==> config.mk <==
export PLATFORM = sky130hd
export DESIGN_NAME = irq_flag_bank
export DESIGN_NICKNAME = d
export VERILOG_FILES = /design/src/rtl/irqf_pkg.sv /design/src/rtl/irqf_flag_reg.sv /design/src/rtl/irqf_reg_if.sv /design/src/rtl/irqf_irq_gen.sv /design/src/rtl/irq_flag_bank.sv
export SDC_FILE = /design/constraint.sdc
export NUM_CORES = 1
export LEC_CHECK = 0
export CORE_MARGIN = 2
export CORE_UTILIZATION = 32
export CTS_CLUSTER_SIZE = 10
export DETAILED_ROUTE_END_ITERATION = 16
export SLEW_MARGIN = 20
export SYNTH_ARGS = -nofsm -noshare
export SYNTH_HDL_FRONTEND = slang
export SYNTH_SLANG_ARGS = --single-unit
export TNS_END_PERCENT = 30
==> constraint.sdc <==
create_clock -name clk_i -period 2.95 [get_ports clk_i]
set_input_delay 0.59 -clock clk_i [delete_from_list [all_inputs] [get_ports clk_i]]
set_output_delay 0.59 -clock clk_i [all_outputs]
set_load 0.05 [all_outputs]
==> src/rtl/irqf_pkg.sv <==
package irqf_pkg;
  localparam int ADDR_W = 3;

  typedef enum logic [ADDR_W-1:0] {
    REG_FLAG = 3'd0,
    REG_SET  = 3'd1,
    REG_CLR  = 3'd2,
    REG_EN   = 3'd3
  } reg_sel_e;
endpackage

==> src/rtl/irqf_flag_reg.sv <==
module irqf_flag_reg #(
  parameter int NUM_FLAGS = 16
) (
  input  logic                 clk_i,
  input  logic                 rst_ni,
  input  logic [NUM_FLAGS-1:0] evt_i,
  input  logic [NUM_FLAGS-1:0] set_mask_i,
  input  logic [NUM_FLAGS-1:0] clr_mask_i,
  output logic [NUM_FLAGS-1:0] flags_o
);
  for (genvar i = 0; i < NUM_FLAGS; i++) begin : g_flag
    logic flag_q;
    logic flag_d;
    // set sources take priority over clear so no event is dropped
    always_comb begin
      flag_d = flag_q;
      if (clr_mask_i[i]) flag_d = 1'b0;
      if (set_mask_i[i] || evt_i[i]) flag_d = 1'b1;
    end
    always_ff @(posedge clk_i or negedge rst_ni) begin
      if (!rst_ni) flag_q <= 1'b0;
      else         flag_q <= flag_d;
    end
    assign flags_o[i] = flag_q;
  end
endmodule

==> src/rtl/irqf_reg_if.sv <==
module irqf_reg_if
  import irqf_pkg::*;
#(
  parameter int NUM_FLAGS = 16
) (
  input  logic                 clk_i,
  input  logic                 rst_ni,
  input  logic [ADDR_W-1:0]    addr_i,
  input  logic                 wr_en_i,
  input  logic [NUM_FLAGS-1:0] wr_data_i,
  input  logic                 rd_en_i,
  input  logic                 rc_mode_i,
  input  logic [NUM_FLAGS-1:0] flags_i,
  output logic [NUM_FLAGS-1:0] set_mask_o,
  output logic [NUM_FLAGS-1:0] clr_mask_o,
  output logic [NUM_FLAGS-1:0] en_o,
  output logic [NUM_FLAGS-1:0] rd_data_o
);
  logic                 wr_set, wr_clr, wr_en_reg, rd_atomic;
  logic [NUM_FLAGS-1:0] en_q, rd_data_q, rd_mux;

  assign wr_set    = wr_en_i && (addr_i == REG_SET);
  assign wr_clr    = wr_en_i && (addr_i == REG_CLR);
  assign wr_en_reg = wr_en_i && (addr_i == REG_EN);
  assign rd_atomic = rd_en_i && rc_mode_i && (addr_i == REG_CLR);

  assign set_mask_o = wr_set ? wr_data_i : '0;
  // atomic read clears exactly the flags it returns
  assign clr_mask_o = (wr_clr ? wr_data_i : '0) | (rd_atomic ? flags_i : '0);

  always_comb begin
    unique case (addr_i)
      REG_FLAG, REG_SET: rd_mux = flags_i;
      REG_CLR:           rd_mux = rc_mode_i ? flags_i : '0;
      REG_EN:            rd_mux = en_q;
      default:           rd_mux = '0;
    endcase
  end

  always_ff @(posedge clk_i or negedge rst_ni) begin
    if (!rst_ni) begin
      en_q      <= '0;
      rd_data_q <= '0;
    end else begin
      if (wr_en_reg) en_q <= wr_data_i;
      if (rd_en_i)   rd_data_q <= rd_mux;
    end
  end

  assign en_o      = en_q;
  assign rd_data_o = rd_data_q;
endmodule

==> src/rtl/irqf_irq_gen.sv <==
module irqf_irq_gen #(
  parameter int NUM_FLAGS = 16
) (
  input  logic                 clk_i,
  input  logic                 rst_ni,
  input  logic [NUM_FLAGS-1:0] flags_i,
  input  logic [NUM_FLAGS-1:0] en_i,
  output logic                 irq_o
);
  logic [NUM_FLAGS-1:0] qual;
  logic                 irq_q;

  for (genvar i = 0; i < NUM_FLAGS; i++) begin : g_qual
    assign qual[i] = flags_i[i] & en_i[i];
  end

  always_ff @(posedge clk_i or negedge rst_ni) begin
    if (!rst_ni) irq_q <= 1'b0;
    else         irq_q <= |qual;
  end

  assign irq_o = irq_q;
endmodule

==> src/rtl/irq_flag_bank.sv <==
module irq_flag_bank
  import irqf_pkg::*;
#(
  parameter int NUM_FLAGS = 16
) (
  input  logic                 clk_i,
  input  logic                 rst_ni,
  input  logic [ADDR_W-1:0]    addr_i,
  input  logic                 wr_en_i,
  input  logic [NUM_FLAGS-1:0] wr_data_i,
  input  logic                 rd_en_i,
  output logic [NUM_FLAGS-1:0] rd_data_o,
  input  logic [NUM_FLAGS-1:0] evt_i,
  input  logic                 rc_mode_i,
  output logic                 irq_o
);
  logic [NUM_FLAGS-1:0] flags_q, en_q, set_mask, clr_mask;

  irqf_reg_if #(.NUM_FLAGS(NUM_FLAGS)) u_reg_if (
    .clk_i      (clk_i),
    .rst_ni     (rst_ni),
    .addr_i     (addr_i),
    .wr_en_i    (wr_en_i),
    .wr_data_i  (wr_data_i),
    .rd_en_i    (rd_en_i),
    .rc_mode_i  (rc_mode_i),
    .flags_i    (flags_q),
    .set_mask_o (set_mask),
    .clr_mask_o (clr_mask),
    .en_o       (en_q),
    .rd_data_o  (rd_data_o)
  );

  irqf_flag_reg #(.NUM_FLAGS(NUM_FLAGS)) u_flag_reg (
    .clk_i      (clk_i),
    .rst_ni     (rst_ni),
    .evt_i      (evt_i),
    .set_mask_i (set_mask),
    .clr_mask_i (clr_mask),
    .flags_o    (flags_q)
  );

  irqf_irq_gen #(.NUM_FLAGS(NUM_FLAGS)) u_irq_gen (
    .clk_i   (clk_i),
    .rst_ni  (rst_ni),
    .flags_i (flags_q),
    .en_i    (en_q),
    .irq_o   (irq_o)
  );
endmodule

Word level (Yosys, flattened, before mapping)
Index checks and enable logic that the tools add are counted.
- $add $sub $neg: 0
- $mul: 0
- divide/modulo/power cells: 0
- magnitude comparators: 0
- equal/unequal tests: 3
- shifts and indexed selects: 0
- muxes and demuxes: 37
- bitwise logic cells: 17
- reductions and logical operators: 40
- operators with widths (kind ; number):
    two-way mux 16 bit ; 4
    case mux 16 bit (3 select lines) ; 1
    two-way mux 1 bit ; 32
    nonzero test 2 bit ; 16
    bitwise AND 1 bit ; 16
    logical OR 1 bit ; 16
    bitwise OR 16 bit ; 1
    OR reduction 16 bit ; 1
    equality test 3 x 2 -> 1 bit (second input constant) ; 2
    logical AND 1 bit ; 5
    equality test 3 x 1 -> 1 bit (second input constant) ; 1
    zero test 3 bit ; 1
    OR reduction 2 bit ; 1
- bits in registers: 49
- bits in latches: 0
- RAM bits: 0
- memory bits (read-only): 0
- input port bits: 40
- output and inout bits: 17
- word-level logic and storage cells: 116
- memories: 0

Depth between registers and ports, before layout
Gate-level depths: netlist of the first run.
- word-level depth: 6
- mapped depth: 6
- depth with buffers taken out: 4

By module
A second synthesis of the first run with hierarchy kept.
- cell total of the unflattened synthesis: 220
- area total of the unflattened synthesis: 2522.4 um2
- by module, submodules not included (module ; instances ; cells each ; area an instance (um2) ; sequential area each (um2)):
    irqf_reg_if ; 1 ; 130 ; 1675.4 ; 800.8
    irqf_flag_reg ; 1 ; 80 ; 720.7 ; 400.4
    irqf_irq_gen ; 1 ; 10 ; 126.4 ; 25.0

Worst setup path before layout of the first run
OpenSTA, ideal clock, no wires.
- kind: input -> register
- start point: input port addr_i[1]
- end point: register u_reg_if.en_q[0], in the netlist u_reg_if.en_o[0]
- setup time: 0.125 ns
- arrival: 1.446 ns
- data required time: 2.825 ns
- setup slack: 1.379 ns
- stages: 5
- path buffers: 2
- cell sequence: and3b_1 > buf_6 > nand2_4 > buf_6 > mux2_4
- word-level cells in the longest chain between the ends: 2
- RTL lines (what ; line ; source):
    start, declared ; irq_flag_bank.sv:8 ; input logic [ADDR_W-1:0] addr_i,
    equality test 3 x 2 -> 1 bit ; irqf_reg_if.sv:24 ; assign wr_en_reg = wr_en_i && (addr_i == REG_EN);
    logical AND 1 bit ; irqf_reg_if.sv:24 ;
    end signal, assigned ; irqf_reg_if.sv:45 ; if (wr_en_reg) en_q <= wr_data_i;
    end, declared ; irqf_reg_if.sv:20 ; logic [NUM_FLAGS-1:0] en_q, rd_data_q, rd_mux;
Every way passes these cells.
A chain may end at the register's enable or synchronous reset.

Worst setup path after layout of the first run
- start point: input port addr_i[0]
- end point: register u_reg_if.en_q[11], in the netlist u_reg_if.en_o[11]
Same word-level chain as after synthesis.

==> flow_summary.yaml, run 1 <==
floorplan:
  core-area_mm2: 0.00676
  die_w_um: 87.5
  initial_utilization_pct: 33.0
  ios: 57
  rows: 30
  dieArea_mm2: 0.00765
  die_y_um: 87.5
final_layout:
  nNetsFinal: 301
  areaGrowthSynthToFinish_pct: 32.5
  n_antenna_cell: 0
  fin_cells: 342
  fillCellCount: 674
  utilization_pct: 43.7
  layout-drive-gt1-share_pct: 11.8
timing:
  drv_slew: 0
  final.min_clock_period_ns: 2.31
  clock.fmax_ghz: 0.434
  tightest_slew_ns: 0.748
  hold_violations: 0
  post-route-period-util_pct: 78.1
  fin_tns_setup_ns: 0
  rsz0062_at_grt: "false"
  hold_ws_ns: 0.372
  slew_headroom_pct: 50.1
  skew_ns: 0.00957
  setup_viol: 0
critical_path:
  r2r_slack_ns: 1.70
  critPathMaxStageDelay_ns: 0.67
  cp.required_ns: 3.13
  reg2reg_depth: 3
  cp.arrival_ns: 2.48
  r2r-end: "u_irq_gen.irq_o"
  critical_path.cell_chain: "clkdlybuf4s50_1 -> and3b_1 -> nand2_4 -> mux2_4"
  r2r-start: "u_flag_reg.g_flag[7].flag_q"
  start_kind: "primary input"
  critPathSlowestCell: "and3b_1"
  end_kind: "register"
  crit_fanout: 17
  critPathKind: "in2reg"
  path_delay_family: "simple AND/OR/NAND/NOR gates"
  crit_buf_inv: 1
placement:
  place.gp.congestion: 0.790
  port-buffer-count: 56
  hpwlAfterDp_um: 3730
  place_inst: 334
cts:
  clk_latency_ns: 0.30
  cts_sinks: 49
  cts_setup_buffers: 0
  postCtsHoldBufs: 0
  cts_htree_levels: 2
  clk_pin_slew_ns: 0.09
  cts_resized: 0
  cts_tree: "done"
  cts_max_path_buffers: 2
  clockRootBuffer: "clkbuf_8"
  cts_buffers: 5
logic_synthesis:
  ys_warn_count: 0
  synth_top_family_by_area: "compound AO/OA/AOI/OAI gates"
  ys_seq_area_share_pct: 55.0
  synth-xor-area-share_pct: 0
  synth_mux_area_share_pct: 9.77
  netlist.area_leader.share_pct: 55.0
  synth_fa_ha_area_share_pct: 0
  synth-simple-area-share_pct: 12.1
  synth_compound_area_share_pct: 16.8
  synth_seq_cells: 49
  syn_nets: 248
  ys_top_cells_by_area: "dfrtp_1 (55%), mux2_4 (6.7%), a22oi_1 (5.4%)"
  avgSynthCellArea_um2: 10.7
  syn_area_mm2: 0.00223
  synth_cells: 208
  synth_top_area_cell: "dfrtp_1"
  yosysUniqueCellTypes: 22
detailed_routing:
  firstDrtPassIters: 4
  num_vias: 1719
  drt-wirelength-per-cell_um: 15.5
  drt_iter0_drc: 110
  routed_wl_um: 5290
  vias_per_cell: 5.03
  route.detailed.drc: 0
  ant_nets: 0
grt:
  grt_overflow: 0
  grt_pass1_wl_um: 8720
  antenna_found_initial: 0
  grt.total_usage_pct: 14.8
  grt_pass1_vias: 1781
  grt_max_degree: 50
status:
  status: "completed"
pwr:
  p_leak_uw: 0.00128
  p_total_uw: 1680
  ir_worst_vdd_mv: 0.207
  power_density_mw_per_mm2: 570
job:
  max-cap-violations: 0
worst_hold_path:
  hold_path_class: "in2async"
[layout make-up]
class	instances	area, µm²	area share [%]
flip-flops and latches	49	1230	41.5
multi-input cells	129	863	29.2
repair buffers	59	578	19.6
well taps	80	100	3.39
clock buffers	6	82.6	2.80
inverters	17	63.8	2.16
clock inverters	2	37.5	1.27
[metal layers]
layer	wire length, µm	vias to the layer above	GRT usage [%]
li1	-	849	-
met1	2390	823	19.2
met2	2600	43	24.7
met3	241	4	3.22
met4	50	0	4.34
met5	0	-	0
[worst max path at each step]
stage / from / to / slack [ns] / cells past startpoint
after floorplan: addr_i[1] / u_reg_if.en_o[0] / 1.38 / 5
after global placement: addr_i[0] / u_reg_if.en_o[12] / 0.39 / 4
after detailed placement: addr_i[0] / u_reg_if.en_o[13] / 0.36 / 4
after CTS: addr_i[0] / u_reg_if.en_o[11] / 0.68 / 4
after global routing: addr_i[0] / u_reg_if.en_o[2] / 0.55 / 4
final: addr_i[0] / u_reg_if.en_o[11] / 0.64 / 4
[registers in the layout, indices dropped and copies added, names as in the netlist]
name                      flops
u_flag_reg.g_flag.flag_q     16
u_irq_gen.irq_o               1
u_reg_if.en_o                16
u_reg_if.rd_data_o           16
[synthesized netlist by cell type]
master	n
and4bb_2	2
nand4_1	1
o22ai_1	16
dfrtp_1	49
buf_6	2
clkbuf_2	2
a22o_1	4
clkbuf_1	2
inv_1	17
nor3b_1	1
mux2_2	6
and3b_1	1
nand2_4	1
mux2_4	10
nand2_1	32
nand3_1	17
nand2b_1	1
a221oi_1	4
a21oi_1	16
buf_2	7
a22oi_1	16
o21ai_1	1
[power breakdown]
group / switching [µW] / internal (µW)
Clock: 223 / 276
Combinational: 186 / 188
Sequential: 59.3 / 750
Total: 468 / 1210
[per-stage QoR]
| stage | area [µm²] | worst slack (ns) |
|---|---|---|
| floorplan | 2230 | 1.38 |
| global placement | 2830 | 0.389 |
| detailed placement | 2830 | 0.356 |
| CTS | 2950 | 0.677 |
| global route | 2950 | 0.545 |
| finish | 2950 | 0.645 |
[kinds of logic after synthesis]
family,count (synthesis)
buf+inv,30
mux,16
simple gates,56
compound gates,57
flops,49
[cell usage in the layout, fill, tap and decap left out]
cell and count:
nand2_1 32, o21ai_1 1, a221oi_1 4, clkinvlp_4 1
nand2_4 1, a22o_1 4, clkdlybuf4s50_1 55, mux2_4 10
mux2_2 6, and3b_1 1, buf_2 1, nand2b_1 1
a22oi_1 16, nand3_1 17, buf_4 3, inv_1 17
nand4_1 1, bufinv_16 1, o22ai_1 16, a21oi_1 16
nor3b_1 1, and4bb_2 2, dfrtp_1 49, clkbuf_8 6
(Power assumes the default switching activity.)
==> run 2, diff against run 1 <==
==> constraint.sdc (replaced) <==
create_clock -name clk_i -period 2.2 [get_ports clk_i]
set_input_delay 0.44 -clock clk_i [delete_from_list [all_inputs] [get_ports clk_i]]
set_output_delay 0.44 -clock clk_i [all_outputs]
set_load 0.05 [all_outputs]
==> run 2 against run 1 <==
  * Register-to-register slack lost 0.82 ns
  * Worst setup slack lost 0.38 ns
  * Largest cell class unchanged
  * Clock-buffer cell count increased by 1
  * Critical endpoint is now rd_data_o[5]
  * Clock power increased by 32%
  * Power up 34%
  * Largest power group unchanged
  * Global-route usage hardly changed
  * Sequential power increased by 33%
  * Non-clock buffer count is 3 higher
  * First-iteration DRC count fell by 12%
  * Sequential share of layout area down 0.44 points
  * Final area up 1.1%
  * Hold slack worse by 0.27 ns
==> flow_summary.yaml, run 2 (synthesis results as in run 1) <==
critical_path:
  cp.depth: 1
  critPathKind: "reg2out"
  reg2reg_depth: 3
  r2r_slack_ns: 0.88
  end_kind: "output pin"
  start_kind: "register"
  crit_buf_inv: 1
  crit_start: "u_reg_if.rd_data_o[5]"
  path_delay_family: "buffers and inverters"
  cp.arrival_ns: 1.50
  critical_path.cell_chain: "clkdlybuf4s50_1"
  critPathMaxStageDelay_ns: 0.81
  crit_fanout: 2
  cp.required_ns: 1.76
  r2r-start: "u_flag_reg.g_flag[7].flag_q"
  critPathSlowestCell: "clkdlybuf4s50_1"
placement:
  hpwlAfterDp_um: 3730
  post-place-ws_ns: 0.254
  place.gp.congestion: 0.752
  place_inst: 337
  port-buffer-count: 56
detailed_routing:
  drt_iter0_drc: 97
  vias_per_cell: 5.06
  firstDrtPassIters: 4
  routed_wl_um: 5360
  num_vias: 1747
  ant_nets: 0
  drt-wirelength-per-cell_um: 15.5
  route.detailed.drc: 0
cts:
  clk_pin_slew_ns: 0.09
  cts_max_path_buffers: 2
  cts_sinks: 49
  cts_htree_levels: 2
  cts_tree: "done"
  clockRootBuffer: "clkbuf_8"
  cts_setup_buffers: 0
  clk_latency_ns: 0.30
  cts_resized: 0
  cts_buffers: 5
  postCtsHoldBufs: 0
floorplan:
  initial_utilization_pct: 33.0
  rows: 30
  core-area_mm2: 0.00676
  dieArea_mm2: 0.00765
  ios: 57
  die_y_um: 87.5
  die_w_um: 87.5
timing:
  fin_tns_setup_ns: 0
  slew_headroom_pct: 64.9
  drv_slew: 0
  rsz0062_at_grt: "false"
  setup_viol: 0
  hold_ws_ns: 0.106
  tightest_slew_ns: 0.527
  post-route-period-util_pct: 88.0
  clock.fmax_ghz: 0.516
  hold_violations: 0
  final.min_clock_period_ns: 1.94
  skew_ns: 0.00931
  finalWorstSetupSlack_ns: 0.264
pwr:
  p_total_uw: 2250
  ir_worst_vdd_mv: 0.415
  p_leak_uw: 0.00130
  power_density_mw_per_mm2: 755
grt:
  grt.total_usage_pct: 14.7
  grt_overflow: 0
  grt_pass1_vias: 1684
  grt_pass1_wl_um: 8570
  antenna_found_initial: 0
  grt_max_degree: 29
final_layout:
  areaGrowthSynthToFinish_pct: 33.9
  fin_cells: 345
  final_common_cell: "clkdlybuf4s50_1"
  layout-drive-gt1-share_pct: 12.5
  layout_common_cells: "clkdlybuf4s50_1 (55), dfrtp_1 (49), nand2_1 (32)"
  n_antenna_cell: 0
  nNetsFinal: 304
worst_hold_path:
  hold_path_class: "in2async"
status:
  status: "completed"
job:
  max-cap-violations: 0
[run 2: power breakdown]
group          switching [µW]  internal (µW)  total, µW
sequential               78.1           1010       1080
clock                     288            371        659
combinational             253            258        511
total                     619           1630       2250
[run 2: stage by stage]
stage | utilization, % | area [µm²]
6_report | 44.1 | 2980
5_1_grt | 44.1 | 2980
4_1_cts | 44.1 | 2980
3_5_place_dp | 42.4 | 2870
3_3_place_gp | 42.4 | 2870
2_1_floorplan | - | 2230
[run 2: per-layer routing]
| layer | wire (µm) | vias to the layer above | track usage, % | share of wire, % |
|---|---|---|---|---|
| met2 | 2630 | 43 | 23.6 | 49 |
| met5 | 0 | - | 0 | 0 |
| li1 | - | 853 | - | - |
| met3 | 241 | 5 | 3.22 | 4.5 |
| met1 | 2430 | 846 | 19.7 | 45 |
| met4 | 54 | 0 | 5.17 | 1.0 |
[run 2: layout make-up]
type / count / area [µm²]
clock inverter: 1 / 30.0
inverter: 17 / 63.8
multi-input combinational: 129 / 863
sequential: 49 / 1230
timing repair buffer: 62 / 613
fill: 658 / 3770
tap: 80 / 100
clock buffer: 7 / 86.3
[run 2: final timing paths]
kind / to
setup / recovery: rd_data_o[5]
hold / removal: u_reg_if.rd_data_o[3]
setup reg to reg: u_irq_gen.irq_o
hold reg to reg: u_reg_if.rd_data_o[14]
max in group asynchronous: u_reg_if.en_o[7]
min in group clk_i: u_reg_if.rd_data_o[14]
==> run 3, diff against run 2 <==
--- a/config.mk
+++ b/config.mk
@@ -5,10 +5,13 @@
 export SDC_FILE = /design/constraint.sdc
 export NUM_CORES = 1
 export LEC_CHECK = 0
+export CELL_PAD_IN_SITES_DETAIL_PLACEMENT = 1
+export CELL_PAD_IN_SITES_GLOBAL_PLACEMENT = 1
 export CORE_MARGIN = 2
 export CORE_UTILIZATION = 32
 export CTS_CLUSTER_SIZE = 10
 export DETAILED_ROUTE_END_ITERATION = 16
+export PLACE_DENSITY_LB_ADDON = 0.1
 export SLEW_MARGIN = 20
 export SYNTH_ARGS = -nofsm -noshare
 export SYNTH_HDL_FRONTEND = slang
==> run 3 against run 2 <==
  * Clock skew decreased by 0.0041 ns
  * Combinational power increased by 1%
  * Routed wire length increased by 9.7%
  * Register-to-register slack improved by 0.11 ns
  * Largest power group unchanged
==> flow_summary.yaml, run 3 (synthesis results as in run 1) <==
pwr:
  p_leak_uw: 0.00129
  power_density_mw_per_mm2: 722
  switchingPower_uw: 652
  power.internal_uw: 1480
  pwr-share-comb_pct: 24.1
  clkPwrFrac_pct: 25.0
  ir_worst_vdd_mv: 0.220
  p_seq_share_pct: 50.8
  power.share.switching_pct: 30.5
placement:
  port-buffer-count: 56
  place.gp.congestion: 0.754
  hpwlAfterDp_um: 4200
grt:
  grt_pass1_vias: 1818
  grt_max_degree: 30
  grt_overflow: 0
  grt.total_usage_pct: 16.5
  antenna_found_initial: 0
  grt_pass1_wl_um: 9490
detailed_routing:
  drt-wirelength-per-cell_um: 17.0
  ant_nets: 0
  firstDrtPassIters: 4
  num_vias: 1741
  route.detailed.drc: 0
  drt_iter0_drc: 84
  routed_wl_um: 5880
  vias_per_cell: 5.03
final_layout:
  layout-drive-gt1-share_pct: 13.2
  n_antenna_cell: 0
  fillCellCount: 752
  final_common_cell: "clkdlybuf4s50_1"
  multiInputGateArea_um2: 863
  nNetsFinal: 305
  register_area_mm2: 0.00123
  areaGrowthSynthToFinish_pct: 32.8
  layout_common_cells: "clkdlybuf4s50_1 (55), dfrtp_1 (49), nand2_1 (32)"
timing:
  fin_tns_setup_ns: 0
  rsz0062_at_grt: "false"
  post-route-period-util_pct: 87.7
  tightest_slew_ns: 0.518
  final.min_clock_period_ns: 1.93
  setup_viol: 0
  clock.fmax_ghz: 0.518
  drv_slew: 0
  skew_ns: 0.00517
  hold_ws_ns: 0.0942
  hold_violations: 0
  slew_headroom_pct: 65.4
worst_hold_path:
  hold_path_class: "in2async"
floorplan:
  dieArea_mm2: 0.00765
  rows: 30
  ios: 57
  core-area_mm2: 0.00676
  initial_utilization_pct: 33.0
  die_w_um: 87.5
  die_y_um: 87.5
cts:
  cts_max_path_buffers: 2
  clockRootBuffer: "clkbuf_8"
  clk_latency_ns: 0.31
  cts_sinks: 49
  cts_resized: 0
  clk_pin_slew_ns: 0.09
  cts_setup_buffers: 0
  cts_tree: "done"
  postCtsHoldBufs: 0
  cts_buffers: 5
  cts_htree_levels: 2
critical_path:
  cp.required_ns: 1.76
  end_kind: "output pin"
  r2r_slack_ns: 0.99
  critPathSlowestCell: "clkdlybuf4s50_1"
  critPathMaxStageDelay_ns: 0.81
  r2r-start: "u_flag_reg.g_flag[6].flag_q"
  critical_path.cell_chain: "clkdlybuf4s50_1"
  start_kind: "register"
  path_delay_family: "buffers and inverters"
  crit_buf_inv: 1
  r2r-end: "u_irq_gen.irq_o"
  critPathKind: "reg2out"
  reg2reg_depth: 3
  crit_fanout: 2
  cp.arrival_ns: 1.49
status:
  status: "completed"
job:
  max-cap-violations: 0
-- run 3: area by class of cell --
cell class,count,area share (%)
inverter,17,2.16
clock buffer,5,2.32
multi-input combinational,129,29.2
clock inverter,3,0.592
tap,80,3.38
sequential,49,41.4
timing repair buffer,63,21.0
-- run 3: metal layers --
metal / global-route usage (%) / wire (µm)
met1: 22.5 / 2930
met2: 26.8 / 2690
met4: 4.20 / 63
met3: 3.22 / 194
met5: 0 / 0
-- run 3: power groups by stage --
stage	registers (µW)	clock network [µW]	logic, µW
2_1_floorplan	1190	0	211
3_3_place_gp	1100	0	516
3_5_place_dp	1110	0	522
4_1_cts	1090	545	524
5_1_grt	1100	591	560
6_report	1090	534	516
-- run 3: how the worst max path moves through the flow --
stage,startpoint,to,cells after the start
finish,u_reg_if.rd_data_o[15],rd_data_o[15],1
global route,u_reg_if.rd_data_o[15],rd_data_o[15],1
CTS,u_reg_if.rd_data_o[11],rd_data_o[11],1
detailed placement,addr_i[2],u_reg_if.en_o[5],4
global placement,addr_i[2],u_reg_if.en_o[9],4
floorplan,addr_i[1],u_reg_if.en_o[0],5
-- run 3: stage by stage --
step | cells | setup WS (ns) | power [µW] | utilization [%] | instance area, µm²
4_1_cts | 346 | 0.252 | 2160 | 43.8 | 2960
6_report | 346 | 0.271 | 2140 | 43.8 | 2960
3_5_place_dp | 338 | 0.224 | 1630 | 42.5 | 2870
2_1_floorplan | 208 | 0.779 | 1400 | - | 2230
5_1_grt | 346 | 0.214 | 2250 | 43.8 | 2960
3_3_place_gp | 338 | 0.249 | 1620 | 42.5 | 2870
